**src/rtl/wt_pkg.sv**
```systemverilog
package wt_pkg;
  typedef enum logic [1:0] {
    SRC_PRESC = 2'b00,
    SRC_NONE  = 2'b01,
    SRC_SYS   = 2'b10,
    SRC_PIN   = 2'b11
  } src_e;
endpackage

```
**src/rtl/wt_event_sel.sv**
```systemverilog
module wt_event_sel
  import wt_pkg::*;
#(
  parameter int SYNC_STAGES = 2
) (
  input  logic       clk,
  input  logic       rst,
  input  logic       en_i,
  input  logic [1:0] src_i,
  input  logic       stop_i,
  input  logic       pin_i,
  input  logic       presc_i,
  output logic       ev_o
);
  localparam int MSB = SYNC_STAGES - 1;

  logic [MSB:0] sync_q;
  logic         last_q;
  logic         pin_rise;
  logic         tick;
  src_e         src;

  assign src = src_e'(src_i);

  generate
    if (SYNC_STAGES == 1) begin : g_one
      always_ff @(posedge clk) begin
        if (rst) sync_q <= '0;
        else     sync_q <= pin_i;
      end
    end else begin : g_chain
      always_ff @(posedge clk) begin
        if (rst) sync_q <= '0;
        else     sync_q <= {sync_q[MSB-1:0], pin_i};
      end
    end
  endgenerate

  always_ff @(posedge clk) begin
    if (rst) last_q <= 1'b0;
    else     last_q <= sync_q[MSB];
  end

  assign pin_rise = sync_q[MSB] & ~last_q;

  always_comb begin
    unique case (src)
      SRC_PRESC: tick = presc_i;
      SRC_SYS:   tick = 1'b1;
      SRC_PIN:   tick = pin_rise;
      default:   tick = 1'b0;
    endcase
  end

  assign ev_o = en_i & tick & (~stop_i | (src == SRC_PRESC));

  // stop freezes every source but the prescaler
  a_r8_stop_gate: assert property (@(posedge clk) disable iff (rst)
    (stop_i && src_i != 2'b00) |-> !ev_o);
  // disabled or source "none" gives no events
  a_r1_no_event: assert property (@(posedge clk) disable iff (rst)
    (!en_i || src_i == 2'b01) |-> !ev_o);
endmodule

```
**src/rtl/wt_counter.sv**
```systemverilog
module wt_counter #(
  parameter int CNT_W = 16
) (
  input  logic             clk,
  input  logic             rst,
  input  logic             en_i,
  input  logic             ev_i,
  input  logic             cnt_we_i,
  input  logic [CNT_W-1:0] cnt_wdata_i,
  input  logic             pre_we_i,
  input  logic [CNT_W-1:0] pre_wdata_i,
  output logic [CNT_W-1:0] cnt_o,
  output logic             hit_o
);
  localparam logic [CNT_W-1:0] ZERO = '0;
  localparam logic [CNT_W-1:0] ONE  = {{(CNT_W-1){1'b0}}, 1'b1};

  logic [CNT_W-1:0] cnt_q;
  logic [CNT_W-1:0] pre_q;
  logic             direct_q;

  always_ff @(posedge clk) begin
    if (rst) begin
      cnt_q    <= ZERO;
      pre_q    <= ZERO;
      direct_q <= 1'b0;
    end else begin
      if (pre_we_i) pre_q <= pre_wdata_i;
      if (en_i) direct_q <= 1'b0;
      if (ev_i) begin
        cnt_q <= (cnt_q == ZERO) ? pre_q : cnt_q - ONE;
      end else if (!en_i) begin
        if (cnt_we_i) begin
          cnt_q    <= cnt_wdata_i;
          direct_q <= 1'b1;
        end else if (pre_we_i && !direct_q) begin
          cnt_q <= pre_wdata_i;
        end
      end
    end
  end

  assign hit_o = ev_i & ((cnt_q == ZERO) ? (pre_q == ZERO) : (cnt_q == ONE));
  assign cnt_o = cnt_q;

  // disabled with no writes keeps the count
  a_r1_hold: assert property (@(posedge clk) disable iff (rst)
    (!en_i && !cnt_we_i && !pre_we_i) |=> $stable(cnt_o));
  // enabled without an event keeps the count, count writes ignored
  a_r12_no_write: assert property (@(posedge clk) disable iff (rst)
    (en_i && !ev_i) |=> $stable(cnt_o));
  // a nonzero count drops by one per event
  a_r2_dec: assert property (@(posedge clk) disable iff (rst)
    (ev_i && cnt_o != ZERO) |=> (cnt_o == $past(cnt_o) - ONE));
endmodule

```
**src/rtl/wt_irq.sv**
```systemverilog
module wt_irq (
  input  logic clk,
  input  logic rst,
  input  logic hit_i,
  input  logic irq_en_i,
  input  logic clr_i,
  output logic flag_o,
  output logic irq_o,
  output logic wake_o
);
  logic flag_d;

  always_comb begin
    flag_d = flag_o;
    if (clr_i) flag_d = 1'b0;
    if (hit_i) flag_d = 1'b1;
  end

  always_ff @(posedge clk) begin
    if (rst) begin
      flag_o <= 1'b0;
      irq_o  <= 1'b0;
      wake_o <= 1'b0;
    end else begin
      flag_o <= flag_d;
      irq_o  <= flag_d & irq_en_i;
      wake_o <= hit_i;
    end
  end

  // a hit always leaves the flag set and pulses wake
  a_r3_hit_sets: assert property (@(posedge clk) disable iff (rst)
    hit_i |=> (flag_o && wake_o));
  // wake never occurs without the flag
  a_r9_wake_flag: assert property (@(posedge clk) disable iff (rst)
    wake_o |-> flag_o);
  // interrupt only when the enable was high
  a_r10_gated: assert property (@(posedge clk) disable iff (rst)
    irq_o |-> $past(irq_en_i));
endmodule

```
**src/rtl/wake_timer.sv**
```systemverilog
module wake_timer #(
  parameter int CNT_W       = 16,
  parameter int SYNC_STAGES = 2
) (
  input  logic             clk,
  input  logic             rst,
  input  logic             tmr_en,
  input  logic [1:0]       src_sel,
  input  logic             irq_en,
  input  logic             stop_mode,
  input  logic             ext_pin,
  input  logic             presc_tick,
  input  logic             pre_we,
  input  logic [CNT_W-1:0] pre_wdata,
  input  logic             cnt_we,
  input  logic [CNT_W-1:0] cnt_wdata,
  input  logic             irq_clr,
  output logic [CNT_W-1:0] count_o,
  output logic             flag_o,
  output logic             irq_o,
  output logic             wake_o
);
  logic ev;
  logic hit;

  wt_event_sel #(.SYNC_STAGES(SYNC_STAGES)) u_sel (
    .clk(clk), .rst(rst), .en_i(tmr_en), .src_i(src_sel), .stop_i(stop_mode),
    .pin_i(ext_pin), .presc_i(presc_tick), .ev_o(ev)
  );

  wt_counter #(.CNT_W(CNT_W)) u_cnt (
    .clk(clk), .rst(rst), .en_i(tmr_en), .ev_i(ev),
    .cnt_we_i(cnt_we), .cnt_wdata_i(cnt_wdata),
    .pre_we_i(pre_we), .pre_wdata_i(pre_wdata),
    .cnt_o(count_o), .hit_o(hit)
  );

  wt_irq u_irq (
    .clk(clk), .rst(rst), .hit_i(hit), .irq_en_i(irq_en), .clr_i(irq_clr),
    .flag_o(flag_o), .irq_o(irq_o), .wake_o(wake_o)
  );
endmodule

```
**config.mk**
```make
export PLATFORM = sky130hd
export DESIGN_NAME = wake_timer
export DESIGN_NICKNAME = d
export VERILOG_FILES = /design/src/rtl/wt_pkg.sv /design/src/rtl/wt_event_sel.sv /design/src/rtl/wt_counter.sv /design/src/rtl/wt_irq.sv /design/src/rtl/wake_timer.sv
export SDC_FILE = /design/constraint.sdc
export NUM_CORES = 1
export LEC_CHECK = 0
export CAP_MARGIN = 0
export CELL_PAD_IN_SITES_DETAIL_PLACEMENT = 2
export CELL_PAD_IN_SITES_GLOBAL_PLACEMENT = 2
export CORE_ASPECT_RATIO = 0.8
export CORE_MARGIN = 1
export CORE_UTILIZATION = 33
export DETAILED_ROUTE_END_ITERATION = 16
export DONT_BUFFER_PORTS = 1
export GPL_ROUTABILITY_DRIVEN = 1
export PLACE_DENSITY = 0.77
export SETUP_SLACK_MARGIN = 0.02
export SLEW_MARGIN = 20
export SYNTH_ARGS = -nofsm -noshare
export SYNTH_HDL_FRONTEND = slang
export SYNTH_HIERARCHICAL = 1
export SYNTH_SLANG_ARGS = --single-unit
```
**constraint.sdc**
```tcl
create_clock -name clk -period 2.25 [get_ports clk]
set_clock_uncertainty 0.05 [all_clocks]
set_input_delay 0.1125 -clock clk [delete_from_list [all_inputs] [get_ports clk]]
set_output_delay 0.1125 -clock clk [all_outputs]
set_load 0.005 [all_outputs]
```
==> impl_metrics.csv, run 1 <==
group,metric,value,unit
sta,tightest_slew,0.995,ns
floorplanning,die_w,94.2,um
grt,grt_max_degree,24,
sta,finalCritPeriodShare,104,%
grt,grt_pass1_vias,2648,
sta,timing.final.ws_setup,-0.0980,ns
cells_and_area,fillers,649,
cells_and_area,synthToLayoutAreaGrowth,37.9,%
sta,setup-tns-final,-0.243,ns
synth,synth_cell_types,46,
power,leakage,1.23,nW
floorplanning,ios,63,
synth,yosys-top-cells-area,"dfxtp_1 35%, mux2i_1 15%, mux2_2 8.0%",
synth,yosysMostFrequentCell,"dfxtp_1",
clock_tree,cts_tree,"yes",
sta,setup_violations,5,
critical_path,worstPathCellList,"nor4_1 -> and4_1 -> mux2i_1 -> nor2_1 -> inv_1 -> a21oi_1",
floorplanning,rows,26,
clock_tree,clkTransAtPathRegs,0.10,ns
critical_path,cp_max_fo,3,
grt,gr-usage-met1,40.4,%
status,outcome,"finished, violations left",
critical_path,path_buf_inv,1,
hold_path,hold_path.class,"input port to flip-flop",
placement,post-dp-hpwl,6170,um
drt,initialDrtViolationCount,238,
critical_path,critPathTopFamily,"simple AND/OR/NAND/NOR gates",
sta,fin_crit,2.35,ns
placement,finalWeightedCongestion,0.806,
critical_path,required,2.36,ns
clock_tree,cts_inserted_buffers,5,
clock_tree,cts_max_level,2,
synth,yosys-top-cells-count,"39 x dfxtp_1, 33 x mux2i_1, 32 x nor2_1",
placement,place_inst,340,
cells_and_area,drive_above_1_share,25.7,%
grt,met2_usage,54.7,%
critical_path,arrival,2.46,ns
sta,max-slew-margin-rel,33.4,%
grt,overflow,0,
clock_tree,clock_path_buffers,2,
drt,ant_nets,0,
synth,syn-mean-instance-area,9.23,sq um
floorplanning,coreArea,6470,sq um
drt,first_pass_iters,5,
critical_path,start_kind,"flip-flop",
clock_tree,cts_sinks,39,
cells_and_area,antenna_cells,0,
power,irDropWorstVdd,0.000329,V
sta,slew_viol_final,0,
drt,avgViaCountPerCell,6.59,
synth,synth_largest_area_cell,"dfxtp_1",
critical_path,crit_type,"flip-flop to flip-flop",
job,cap_violations,0,
synth,synth_cells,243,
synth,ys.flop_type,"dfxtp_1",
drt,wl,12900,um
synth,synth.net_count,290,
clock_tree,clk_latency,0.31,ns
cells_and_area,multi_input_area,1430,sq um
placement,io_buffers,0,
critical_path,end_kind,"flip-flop",
grt,grt_pass1_wl,16500,um
sta,hold_viol_final,0,
drt,via_count,2556,
grt,antenna_found_initial,0,
synth,syn_area,2240,sq um
drt,drc,0,
grt,grt.total_usage,32.3,%
drt,avgRoutedWirePerCell,33.3,um
cells_and_area,final_cells,388,
grt,grt_util_met3,8.38,%
status,violations,"setup timing",
floorplanning,initial_core_util,34.7,%
synth,ys_ff_latch,39,
synth,async_flop_share,0,%
synth,synth_seq_area_share,34.8,%
floorplanning,die_area,7130,sq um
power,p_per_area,773,nW/um^2
grt,busiest_layer,"met2",
critical_path,slowest_delay,0.66,ns
clock_tree,clockRootBuffer,"clkbuf_8",
synth,netlist.area_leader.share,34.8,%
critical_path,cp_slowest_cell,"nor4_1",
synth,synth_edf_count,0,
synth,ys_warn_count,6,
sta,max_freq,426,MHz
floorplanning,die_y,75.7,um
cells_and_area,seq_area,783,sq um
cells_and_area,layout.nets,350,
==> per-layer routing <==
metal  vias to the layer above  wire length [um]  share of wire (%)
met5                         -                 0                  0
met4                         0               615                4.8
met3                        56              1060                8.2
met2                       179              6110                 47
met1                      1296              5150                 40
li1                       1025                 -                  -
==> state kept, by name, summed over array words and instances, names as in the netlist <==
signal,flops
u_sel/sync_q,2
u_cnt/cnt_o,16
u_irq/wake_o,1
u_cnt/pre_q,16
u_cnt/direct_q,1
u_sel/last_q,1
u_irq/irq_o,1
u_irq/flag_o,1
==> path summary, 6_finish.rpt <==
kind | from | endpoint | slack, ns | depth (start not counted)
worst max-delay path | u_cnt/pre_q[10] | u_irq/flag_o | -0.1 | 6
worst min-delay path | rst | u_cnt/cnt_o[9] | 0.05 | 2
worst max register to register | u_cnt/pre_q[10] | u_irq/flag_o | -0.1 | 6
worst min register to register | u_sel/sync_q[0] | u_sel/sync_q[1] | 0.45 | 1
==> where the power goes <==
part	internal, W	switching [W]
sequential	0.000744	0.0000590
clock	0.000366	0.000304
combinational	0.000399	0.000517
total	0.00151	0.000881
==> layout make-up <==
class                           instances  share of cell area, %
Multi-Input combinational cell        181                   46.2
Clock inverter                          2                   1.25
Inverter                                7                  0.930
Timing Repair Buffer                   69                   20.2
Clock buffer                            6                   2.67
Sequential cell                        39                   25.3
Tap cell                               84                   3.40
==> kinds of logic (layout without fill, tap and decap cells) <==
family / count (synthesis) / after routing / synth area share [%]
xor+xnor: 7 / 7 / 2.73
fa+ha+maj: 3 / 3 / 1.67
flops: 39 / 39 / 34.8
mux: 49 / 49 / 22.8
compound gates: 37 / 37 / 11.8
buf+inv: 23 / 84 / 4.29
simple gates: 85 / 85 / 22.0
==> placed cells by master, fill, tap and decap left out, types with 6 or more instances in the layout <==
master	n
buf_4	28
clkbuf_8	6
dfxtp_1	37
dlygate4sd3_1	38
mux2_2	16
mux2i_1	33
nor2_1	29
nor3_1	10
nor4_1	9
==> timing repair <==
item,CTS,global route
hold buffers,38,0
resized for setup,7,15
endpoints found under the hold margin,23,0
setup buffers,0,2
pin swaps,2,3
endpoints found under the setup margin,16,16
==> metrics by stage <==
stage | utilization [%] | hold WS, ns | total power, W | setup WS [ns] | area [sq um]
2_1_floorplan | - | 0.129 | 0.00123 | 0.0364 | 2240
3_3_place_gp | 38.6 | 0.134 | 0.00144 | 0.0662 | 2500
3_5_place_dp | 38.6 | 0.134 | 0.00148 | -0.110 | 2500
4_1_cts | 46.8 | 0.00365 | 0.00221 | 0.0120 | 3030
5_1_grt | 47.8 | 0.0452 | 0.00244 | -0.147 | 3090
6_report | 47.8 | 0.0495 | 0.00239 | -0.0980 | 3090
==> worst register-to-register path, stage by stage (launching register included) <==
cell and delay (ns):
dfxtp_1 0.41, nor4_1 0.66, and4_1 0.37, mux2i_1 0.14
nor2_1 0.13, inv_1 0.11, a21oi_1 0.34
Note: power is estimated with default switching activity, not from simulation.
==> run 2, diff against run 1 <==
--- a/config.mk
+++ b/config.mk
@@ -14,7 +14,7 @@
 export DETAILED_ROUTE_END_ITERATION = 16
 export DONT_BUFFER_PORTS = 1
 export GPL_ROUTABILITY_DRIVEN = 1
-export PLACE_DENSITY = 0.77
+export PLACE_DENSITY_LB_ADDON = 0.1
 export SETUP_SLACK_MARGIN = 0.02
 export SLEW_MARGIN = 20
 export SYNTH_ARGS = -nofsm -noshare
==> impl_metrics.csv, run 2 (synthesis gave the netlist of run 1 again) <==
group,metric,value,unit
status,outcome,"finished, final reports clean",
clock_tree,cts_inserted_buffers,5,
cells_and_area,final_common_cell,"dlygate4sd3_1",
cells_and_area,postLayoutCellArea,3040,sq um
floorplanning,die_y,75.7,um
sta,hold_viol_final,0,
power,irDropWorstVdd,0.000257,V
drt,avgViaCountPerCell,5.84,
grt,grt_pass1_vias,2459,
floorplanning,die_area,7130,sq um
critical_path,required,2.36,ns
critical_path,cp_max_fo,8,
grt,grt_pass1_wl,14100,um
floorplanning,coreArea,6470,sq um
sta,finalCritPeriodShare,96.8,%
critical_path,cp_slowest_cell,"or4_4",
critical_path,end_kind,"flip-flop",
placement,io_buffers,0,
power,power,0.00210,W
placement,finalWeightedCongestion,0.801,
sta,max-slew-margin-rel,39.0,%
sta,max_freq,459,MHz
drt,wl,9590,um
critical_path,slowest_delay,0.51,ns
drt,first_pass_iters,4,
grt,grt.total_usage,27.5,%
placement,post-dp-hpwl,6130,um
sta,timing.final.ws_setup,0.0726,ns
cells_and_area,final_cell_mix,"39 x dlygate4sd3_1, 38 x dfxtp_1, 33 x mux2i_1",
drt,initialDrtViolationCount,147,
drt,avgRoutedWirePerCell,24.8,um
sta,tightest_slew,0.912,ns
critical_path,arrival,2.29,ns
clock_tree,clockRootBuffer,"clkbuf_8",
sta,fin_crit,2.18,ns
cells_and_area,synthToLayoutAreaGrowth,35.4,%
clock_tree,cts_max_level,2,
cells_and_area,fillers,684,
critical_path,worstPathCellList,"inv_1 -> ha_4 -> or4b_4 -> or4_4 -> buf_6 -> o21ai_2 -> o22ai_1",
critical_path,critPathTopFamily,"simple AND/OR/NAND/NOR gates",
grt,overflow,0,
clock_tree,clock_path_buffers,2,
floorplanning,ios,63,
hold_path,hold_path.class,"input port to flip-flop",
critical_path,start_kind,"flip-flop",
cells_and_area,drive_above_1_share,23.2,%
placement,placed_area,2490,sq um
critical_path,path_buf_inv,2,
critical_path,r2r-start,"u_cnt/cnt_o[0]",
cells_and_area,antenna_cells,0,
grt,antenna_found_initial,0,
cells_and_area,multi_input_area,1430,sq um
floorplanning,die_w,94.2,um
grt,grt_max_degree,24,
critical_path,crit_type,"flip-flop to flip-flop",
sta,holdWs,0.0205,ns
cells_and_area,seq_area,782,sq um
clock_tree,cts_setup_buffers,0,
drt,via_count,2253,
clock_tree,clkTransAtPathRegs,0.08,ns
drt,drc,0,
cells_and_area,fin_util,46.9,%
clock_tree,cts_tree,"yes",
job,cap_violations,0,
clock_tree,clk_latency,0.30,ns
clock_tree,cts_sinks,39,
sta,setup_violations,0,
hold_path,worstHoldStart,"rst",
sta,slew_viol_final,0,
power,leakage,1.20,nW
critical_path,crit_start,"u_cnt/cnt_o[0]",
cells_and_area,layout.nets,348,
floorplanning,rows,26,
sta,rsz0062_at_grt,"no",
drt,ant_nets,0,
floorplanning,initial_core_util,34.7,%
power,p_per_area,691,nW/um^2
placement,detailedPlace.worstSlack,-0.0861,ns
[run 2: cell types whose count changed in the layout (fill, tap and decap cells not counted), sizes merged]
cell         change
buf              -3
bufinv           -1
clkinv           +1
clkinvlp         +1
dlygate4sd3      +1
inv              -1
[run 2: worst paths after layout]
check / endpoint / slack (ns) / depth (start not counted)
worst max-delay path: u_cnt/cnt_o[8] / 0.07 / 7
worst min-delay path: u_cnt/cnt_o[9] / 0.02 / 2
worst max register to register: u_cnt/cnt_o[8] / 0.07 / 7
worst min register to register: u_sel/sync_q[1] / 0.41 / 1
[run 2: what timing repair did]
action                     CTS  global route
pin swaps                    2             3
resized for setup            7            12
setup endpoints to repair   15            15
hold buffers                39             0
hold endpoints to repair    23             0
[run 2: cell type report]
| type | instances | share of cell area, % |
|---|---|---|
| Clock buffer | 6 | 2.39 |
| Multi-Input combinational cell | 181 | 47.1 |
| Clock inverter | 2 | 0.412 |
| Sequential cell | 39 | 25.7 |
| Inverter | 7 | 0.865 |
| Tap cell | 84 | 3.46 |
| Timing Repair Buffer | 67 | 20.0 |
[run 2: routing by layer]
metal  vias up  GRT usage [%]  wire length, um
met5         -              0                0
met3        21           8.38              638
met2        78           45.4             4530
met4         0           13.2              213
li1       1016              -                -
met1      1138           33.0             4210
[run 2: report_power, final]
group | switching, W | internal (W) | total [W]
clock | 0.000260 | 0.000217 | 0.000477
combinational | 0.000447 | 0.000387 | 0.000835
sequential | 0.0000440 | 0.000743 | 0.000787
total | 0.000751 | 0.00135 | 0.00210
[run 2: per-stage QoR]
step,TNS (ns),cells
after floorplan,0,243
after global placement,0,339
after detailed placement,-0.175,339
after CTS,0,386
after global routing,0,386
final,0,386
==> run 3, diff against run 2 <==
--- a/config.mk
+++ b/config.mk
@@ -8,7 +8,7 @@
 export CAP_MARGIN = 0
 export CELL_PAD_IN_SITES_DETAIL_PLACEMENT = 2
 export CELL_PAD_IN_SITES_GLOBAL_PLACEMENT = 2
-export CORE_ASPECT_RATIO = 0.8
+export CORE_ASPECT_RATIO = 0.75
 export CORE_MARGIN = 1
 export CORE_UTILIZATION = 33
 export DETAILED_ROUTE_END_ITERATION = 16
==> impl_metrics.csv, run 3 (synthesis gave the netlist of run 1 again) <==
group,metric,value,unit
sta,slew_viol_final,0,
critical_path,rr_worst_depth,7,
sta,setup-tns-final,0,ns
drt,via_count,2214,
clock_tree,clkTransAtPathRegs,0.08,ns
floorplanning,coreArea,6440,sq um
sta,setup_violations,0,
hold_path,worstHoldEndpoint,"u_cnt/cnt_o[11]",
floorplanning,ios,63,
sta,rsz0062_at_grt,"yes",
critical_path,end_kind,"flip-flop",
drt,initialDrtViolationCount,116,
grt,grt_max_degree,25,
hold_path,hold_path.class,"input port to flip-flop",
critical_path,required,2.37,ns
cells_and_area,drive_above_1_share,22.8,%
grt,antenna_found_initial,0,
hold_path,worstHoldStart,"rst",
floorplanning,die_area,7140,sq um
sta,finalCritPeriodShare,97.9,%
cells_and_area,antenna_cells,0,
sta,max_freq,454,MHz
hold_path,min_path_cells,2,
power,p_seq_share,35.7,%
sta,hold_viol_final,0,
grt,grt_pass1_wl,13600,um
drt,first_pass_iters,4,
clock_tree,cts_max_level,2,
clock_tree,cts_inserted_buffers,5,
drt,avgViaCountPerCell,5.77,
floorplanning,die_y,73.4,um
sta,fin_crit,2.20,ns
power,p_comb_share,36.9,%
grt,overflow,0,
power,leakage,1.21,nW
cells_and_area,layout.nets,350,
floorplanning,rows,25,
drt,wl,9120,um
power,irDropWorstVdd,0.000325,V
drt,avgRoutedWirePerCell,23.8,um
drt,ant_nets,0,
placement,post-dp-hpwl,6140,um
grt,grt.total_usage,25.5,%
sta,tightest_slew,0.894,ns
placement,finalWeightedCongestion,0.779,
critical_path,start_kind,"flip-flop",
critical_path,r2r_setup_slack,0.05,ns
cells_and_area,final_common_cell,"dfxtp_1",
clock_tree,clockRootBuffer,"clkbuf_8",
job,cap_violations,0,
clock_tree,clk_latency,0.30,ns
floorplanning,die_w,97.2,um
critical_path,r2r_end,"u_cnt/cnt_o[3]",
power,switching_share,33.6,%
cells_and_area,fillers,689,
clock_tree,cts_tree,"yes",
floorplanning,initial_core_util,34.8,%
cells_and_area,fin_util,47.1,%
critical_path,cp_max_fo,9,
critical_path,crit_type,"flip-flop to flip-flop",
power,intPower,0.00145,W
power,power.switching,0.000737,W
grt,grt_pass1_vias,2401,
power,p_per_area,722,nW/um^2
power,p_clk_share,27.4,%
status,outcome,"finished, final reports clean",
critical_path,r2r-start,"u_cnt/cnt_o[1]",
clock_tree,cts_sinks,39,
sta,max-slew-margin-rel,40.2,%
drt,drc,0,
cells_and_area,final_cell_mix,"39 x dfxtp_1, 38 x dlygate4sd3_1, 33 x mux2i_1",
cells_and_area,synthToLayoutAreaGrowth,35.2,%
placement,io_buffers,0,
critical_path,arrival,2.32,ns
clock_tree,clock_path_buffers,2,
run 3: changes by cell type in the layout (fill, tap and decap cells not counted), sizes merged:
cell / previous run / this run
clkbuf: 6 / 5
buf: 28 / 31
dlygate4sd3: 39 / 38
clkinv: 1 / 0
bufinv: 0 / 1
run 3: cell type report:
| type | instances | area (sq um) | area share [%] |
|---|---|---|---|
| Tap cell | 81 | 101 | 3.34 |
| Sequential cell | 39 | 781 | 25.7 |
| Inverter | 7 | 26.3 | 0.866 |
| Clock inverter | 2 | 37.5 | 1.24 |
| Timing Repair Buffer | 69 | 613 | 20.2 |
| Clock buffer | 5 | 68.8 | 2.27 |
| Multi-Input combinational cell | 181 | 1410 | 46.4 |
run 3: power by group through the flow:
stage,combinational (W),clock (W),sequential [W]
2_1_floorplan,0.000418,0,0.000813
3_3_place_gp,0.000654,0,0.000793
3_5_place_dp,0.000676,0,0.000796
4_1_cts,0.000776,0.000614,0.000781
5_1_grt,0.000860,0.000629,0.000787
6_report,0.000809,0.000599,0.000783
run 3: critical path, cell delays in order, from the launching register on:
cell	delay (ns)
dfxtp_1	0.33
inv_1	0.09
ha_2	0.19
or4b_4	0.47
or4_4	0.51
buf_4	0.19
nor2_1	0.13
o32ai_2	0.11
run 3: stage by stage:
step                setup WS [ns]  cells  cell area, sq um  hold slack, ns  total power (W)
floorplan                  0.0364    243              2240           0.129          0.00123
global placement           0.0804    337              2500           0.133          0.00145
detailed placement        -0.0572    337              2500           0.135          0.00147
CTS                       0.00733    384              3010          0.0238          0.00217
global route               0.0100    384              3030          0.0394          0.00228
finish                     0.0479    384              3030          0.0331          0.00219
run 3: worst max path at each step:
| stage | start | end | slack (ns) | cells past startpoint |
|---|---|---|---|---|
| finish | u_cnt/cnt_o[1] | u_cnt/cnt_o[3] | 0.05 | 7 |
| floorplan | u_cnt/cnt_o[0] | u_cnt/cnt_o[11] | 0.04 | 8 |
| CTS | u_cnt/cnt_o[1] | u_cnt/cnt_o[1] | 0.007 | 6 |
| detailed placement | u_cnt/cnt_o[1] | u_cnt/cnt_o[1] | -0.06 | 6 |
| global route | u_cnt/cnt_o[1] | u_cnt/cnt_o[3] | 0.01 | 7 |
| global placement | u_cnt/cnt_o[0] | u_cnt/cnt_o[1] | 0.08 | 6 |
run 3: timing repair:
action / CTS / global route
hold endpoints to repair: 24 / 0
gates resized for setup: 3 / 7
endpoints found under the setup margin: 15 / 4
hold buffers: 38 / 0
buffers inserted: 2 / 0
pin swaps: 0 / 2
run 3: routing by layer:
metal  GRT usage, %  up-vias  wire (um)
met5              0        -          0
met4           7.96        0         99
met3           5.23        9        481
met2           41.8       64       4240
met1           34.0     1116       4300
li1               -     1025          -
